--- config.mk ---
export PLATFORM = sky130hd
export DESIGN_NAME = cfg_access_unit
export DESIGN_NICKNAME = d
export VERILOG_FILES = /design/src/rtl/cfg_access_unit.sv
export SDC_FILE = /design/constraint.sdc
export NUM_CORES = 1
export LEC_CHECK = 0
export BUFFER_PORTS_ARGS = -buffer_cell sky130_fd_sc_hd__buf_2
export CAP_MARGIN = 30
export CORE_ASPECT_RATIO = 1.75
export CORE_UTILIZATION = 45
export CTS_BUF_LIST = sky130_fd_sc_hd__clkbuf_16
export DETAILED_ROUTE_END_ITERATION = 10
export GPL_ROUTABILITY_DRIVEN = 0
export REMOVE_ABC_BUFFERS = 1
export SLEW_MARGIN = 20
export SYNTH_ARGS = -nofsm -noshare
export SYNTH_HDL_FRONTEND = slang
export SYNTH_SLANG_ARGS = --single-unit
--- constraint.sdc ---
create_clock -name clk -period 5.2 [get_ports clk]
set_clock_uncertainty 0.15 [all_clocks]
set_input_delay 1.04 -clock clk [delete_from_list [all_inputs] [get_ports clk]]
set_output_delay 1.04 -clock clk [all_outputs]
set_load 0.02 [all_outputs]
--- src/rtl/cfg_access_unit.sv ---
module cfg_access_unit #(
  parameter int FUNC_W        = 3,
  parameter int OFF_W         = 8,
  parameter int NODE_W        = 7,
  parameter int DEV_W         = 5,
  parameter int NUM_FUNCS     = 2,
  parameter int REGS_PER_FUNC = 8
) (
  input  logic              clk,
  input  logic              rst_n,
  input  logic              lai_mode,
  input  logic [NODE_W-1:0] node_id,
  input  logic              lk_req_valid,
  output logic              lk_req_ready,
  input  logic              lk_we,
  input  logic [DEV_W-1:0]  lk_dev,
  input  logic [FUNC_W-1:0] lk_func,
  input  logic [OFF_W-1:0]  lk_off,
  input  logic [1:0]        lk_size,
  input  logic [31:0]       lk_wdata,
  output logic              lk_rsp_valid,
  output logic              lk_rsp_ok,
  output logic [31:0]       lk_rsp_data,
  input  logic              sb_req_valid,
  input  logic              sb_we,
  input  logic [NODE_W-1:0] sb_node,
  input  logic [FUNC_W-1:0] sb_func,
  input  logic [OFF_W-1:0]  sb_off,
  input  logic [1:0]        sb_size,
  input  logic [31:0]       sb_wdata,
  output logic              sb_rsp_valid,
  output logic [31:0]       sb_rsp_data
);
  localparam int NREG  = NUM_FUNCS * REGS_PER_FUNC;
  localparam int IDX_W = (NREG > 1) ? $clog2(NREG) : 1;

  logic [31:0] regs [NREG];

  logic              sb_hit, lk_go, blocked;
  logic              a_we;
  logic [FUNC_W-1:0] a_func;
  logic [OFF_W-1:0]  a_off;
  logic [1:0]        a_size, lane;
  logic [31:0]       a_wdata;

  assign sb_hit       = sb_req_valid && (sb_node == node_id);
  assign lk_req_ready = !sb_req_valid;
  assign lk_go        = lk_req_valid && !sb_req_valid;
  assign blocked      = !sb_req_valid && lai_mode;

  assign a_we    = sb_req_valid ? sb_we    : lk_we;
  assign a_func  = sb_req_valid ? sb_func  : lk_func;
  assign a_off   = sb_req_valid ? sb_off   : lk_off;
  assign a_size  = sb_req_valid ? sb_size  : lk_size;
  assign a_wdata = sb_req_valid ? sb_wdata : lk_wdata;
  assign lane    = a_off[1:0];

  logic [3:0]  be;
  logic [31:0] size_mask;
  logic        fits;
  always_comb begin
    be = 4'b0000; size_mask = '0; fits = 1'b0;
    case (a_size)
      2'd0: begin be = 4'b0001 << lane; size_mask = 32'h0000_00FF; fits = 1'b1; end
      2'd1: begin be = 4'b0011 << lane; size_mask = 32'h0000_FFFF; fits = (lane != 2'd3); end
      2'd2: begin be = 4'b1111;         size_mask = 32'hFFFF_FFFF; fits = (lane == 2'd0); end
      default: ;
    endcase
  end

  logic        func_ok, word_ok, mapped;
  logic [31:0] idx_full;
  logic [IDX_W-1:0] idx;
  assign func_ok  = 32'(a_func) < NUM_FUNCS;
  assign word_ok  = 32'(a_off[OFF_W-1:2]) < REGS_PER_FUNC;
  assign mapped   = func_ok && word_ok && fits;
  assign idx_full = 32'(a_func) * REGS_PER_FUNC + 32'(a_off[OFF_W-1:2]);
  assign idx      = mapped ? idx_full[IDX_W-1:0] : '0;

  logic [31:0] rd_val, wshift;
  assign rd_val = !func_ok ? 32'hFFFF_FFFF
                : mapped   ? ((regs[idx] >> {lane, 3'b000}) & size_mask)
                :            32'h0;
  assign wshift = a_wdata << {lane, 3'b000};

  logic wr_en;
  assign wr_en = (sb_hit || lk_go) && a_we && mapped && !blocked;

  always_ff @(posedge clk) begin
    if (!rst_n) begin
      for (int i = 0; i < NREG; i++) regs[i] <= '0;
    end else if (wr_en) begin
      for (int b = 0; b < 4; b++)
        if (be[b]) regs[idx][8*b +: 8] <= wshift[8*b +: 8];
    end
  end

  always_ff @(posedge clk) begin
    if (!rst_n) begin
      sb_rsp_valid <= 1'b0;
      sb_rsp_data  <= '0;
      lk_rsp_valid <= 1'b0;
      lk_rsp_ok    <= 1'b0;
      lk_rsp_data  <= '0;
    end else begin
      sb_rsp_valid <= sb_hit;
      lk_rsp_valid <= lk_go;
      if (sb_hit) sb_rsp_data <= a_we ? 32'h0 : rd_val;
      if (lk_go) begin
        lk_rsp_ok   <= !lai_mode;
        lk_rsp_data <= (a_we || lai_mode) ? 32'h0 : rd_val;
      end
    end
  end
endmodule


==> metrics <==
Post-synth EDFFs 512; most frequent cells in the layout nor2_1 (576), edfxtp_1 (512), nand2_1 (492); Post CTS Setup Buffer Count 0; status finished clean; ys async rst share 0; flops & latches, synth 579; delay-heaviest family, CP compound AO/OA/AOI/OAI gates; Adder-Cell Fraction of Synth Area 0.001790; Seq/Total Area, Yosys 0.5977; leading area contributor after synthesis edfxtp_1; starting density of the core 0.4565; CP Launch Type primary input; Vias/cell 6.161; worst-skew pair later-pin latency 0.62 ns; DP Worst Slack -0.000008438 ns; fmax 208.9 MHz; largest net degree at the start of global routing 59; worst vdd ir between 200 and 300 uV; top_reg_cell synth edfxtp_1; antenna cells 0; Most common cell on crit path buf_4; Cell Count, Final, Fillers Out ~3800; library cells used by synthesis 81; vias in the first global route 22540; Post-Syn Area 27970 um2; Routed WL slightly above 100 mm; slowest CP cell o21ai_0; final net count 3042; Overflow after GRT 0; # IOs 184; final hold vios 0; full die area roughly 63000 um2; max-slew violations 0; Synth Instances around 2700; mux contribution to synthesized area 0.05843; Max-slew headroom 0.3151; cell chain of the critical path buf_4, mux2i_1, inv_1, ha_1, nor4b_2, o22a_2, o21ai_2, buf_4, a21oi_1, buf_4, o2111ai_1, o21ai_0, a41oi_1, o31ai_1; Max-Cap Viols 0; worst-margin pin slew 1.023 ns; die height approximately 330 um; leading cell type in the layout, fill and taps excluded nor2_1; top cells by area, synth edfxtp_1 (55%), nor2_1 (7.8%), nand2_1 (6.6%); first-pass GRT wire length 147.0 mm; critical path class in -> reg; power per cell area 329.7 nW/um2; H-tree lvl count 2; clock sink count 579; clock buffer depth 3; RSZ-0062 raised after global routing no; Synth Area in Compound Gates 0.1013; Critical Path RT ~5.6 ns; post-synthesis simple-gate area fraction 0.2025; PnR worst setup slack between 0.4 and 0.5 ns; yosys warns 0; global routing's busiest layer met2; drt first pass iters 6; Total Routing Usage GR 0.3232; Setup-failing EPs final 0; Hold Crit Class reg -> reg; # DRC 0; met2 Use GR 0.5388; Site Rows 120; combinational family with the most area after synthesis simple AND/OR/NAND/NOR gates; routing usage on met1 0.3609; crit path DAT 5.17 ns; P_leak 11.61 nW; Iter 0 DRT Violations 2760; Synth Area per Inst 10.28 um2; total vias in the final route 23150; Routed wire per std cell 27.36 um; Worst Path Max Fanout 26; initial antenna violation count 2; cell total after placement roughly 3700; hold bufs inserted after CTS 0; xor and xnor area share after synthesis 0.003445; layout cells sized above 1 0.1795; Die X 190.4 um; Detail Placement HPWL 74.70 mm; worst path bufs/invs 4; crit path time final 4.787 ns; core box area 61260 um2; clk slew on worst S/H paths 0.07 ns; Root Driver clkbuf_16; TritonCTS clock tree built; met3 Usage GRT 0.05188; Worst path max stage delay 0.50 ns; post-synth top area share 0.5498; CP Capture Type register; area delta synth->final 14.38%; Post-CTS Resized 0; DRT antenna net count 0; Tcrit/Tclk final 0.9206; Num CTS Buffers 51; I/O Buffers between 150 and 200
==> flip-flops by register name (all words and copies together) (netlist names) <==
register and cells:
lk_rsp_ok 1, lk_rsp_data 32, sb_rsp_valid 1, lk_rsp_valid 1
regs 512, sb_rsp_data 32
==> report_power, final <==
part	internal, mW	switching, mW	leakage, nW
registers	5.25	0.0735	5.40
logic	0.404	0.960	5.39
clock network	2.09	1.77	0.824
total	7.75	2.80	11.6
==> per-layer routing <==
metal,wire [um],up-vias
met1,34550,11220
met3,8687,402
met5,26,-
li1,-,10090
met2,49710,1426
met4,9809,4
==> kinds of logic after synthesis <==
logic type / count (synthesis)
AND/OR/NAND/NOR: 1349
multiplexers: 147
adder cells (fa/ha/maj): 4
AO/OA/AOI/OAI: 417
XOR/XNOR: 11
flip-flops: 579
buffers and inverters: 213
==> Yosys cell counts, types with 7 or more instances <==
| master | count |
|---|---|
| a211oi_1 | 30 |
| a21oi_1 | 115 |
| a221o_1 | 15 |
| a22oi_1 | 15 |
| a311oi_1 | 8 |
| a31oi_1 | 23 |
| a32oi_1 | 8 |
| and2_1 | 8 |
| and3_1 | 17 |
| buf_1 | 14 |
| buf_2 | 65 |
| buf_4 | 15 |
| clkbuf_1 | 98 |
| dfxtp_1 | 67 |
| edfxtp_1 | 512 |
| inv_1 | 16 |
| mux2_2 | 33 |
| mux2i_1 | 103 |
| mux4_2 | 9 |
| nand2_1 | 492 |
| nand2_2 | 21 |
| nand2b_1 | 17 |
| nand3_1 | 127 |
| nand4_1 | 12 |
| nor2_1 | 578 |
| nor3_1 | 32 |
| nor4_2 | 7 |
| o211ai_1 | 7 |
| o21a_1 | 7 |
| o21ai_0 | 62 |
| o221ai_1 | 18 |
| o22ai_1 | 27 |
| o2bb2ai_1 | 11 |
| o31ai_1 | 10 |
| or2_2 | 9 |
| or3_1 | 13 |
| xnor2_1 | 9 |
==> final cells by class <==
cell class | count | area (um2)
well taps | 793 | 992.2
flip-flops and latches | 579 | 16720
multi-input cells | 1928 | 10360
clock inverters | 44 | 371.6
fillers | 5540 | 29270
inverters | 16 | 60.06
repair buffers | 346 | 2215
clock buffers | 51 | 1276
==> stage by stage <==
| step | setup TNS [ns] | instance area, um2 | util | total power, mW | hold slack [ns] |
|---|---|---|---|---|---|
| 2_1_floorplan | -3224.55 | 27050 | - | 6.082 | 0.3802 |
| 3_3_place_gp | -4.411 | 30320 | 0.4950 | 6.727 | 0.2934 |
| 3_5_place_dp | -0.000008438 | 30340 | 0.4953 | 6.750 | 0.2942 |
| 4_1_cts | 0 | 31990 | 0.5222 | 10.51 | 0.3116 |
| 5_1_grt | 0 | 31990 | 0.5222 | 10.78 | 0.3403 |
| 6_report | 0 | 31990 | 0.5222 | 10.55 | 0.3110 |
==> path summary, 6_finish.rpt <==
kind	cells past startpoint	end	slack (ns)	start
setup / recovery	14	sb_rsp_data[18]	0.41	sb_req_valid
hold / removal	2	lk_rsp_data[14]	0.31	lk_rsp_data[14]
setup reg to reg	10	sb_rsp_data[0]	2.28	regs[5][24]
hold reg to reg	2	lk_rsp_data[14]	0.31	lk_rsp_data[14]
==> worst min-delay path: stages, from the launching register on <==
cell,delay (ns)
dfxtp_1,0.33
a21oi_1,0.06
nand2_1,0.05
No activity file was read; power rests on OpenSTA's default activity.
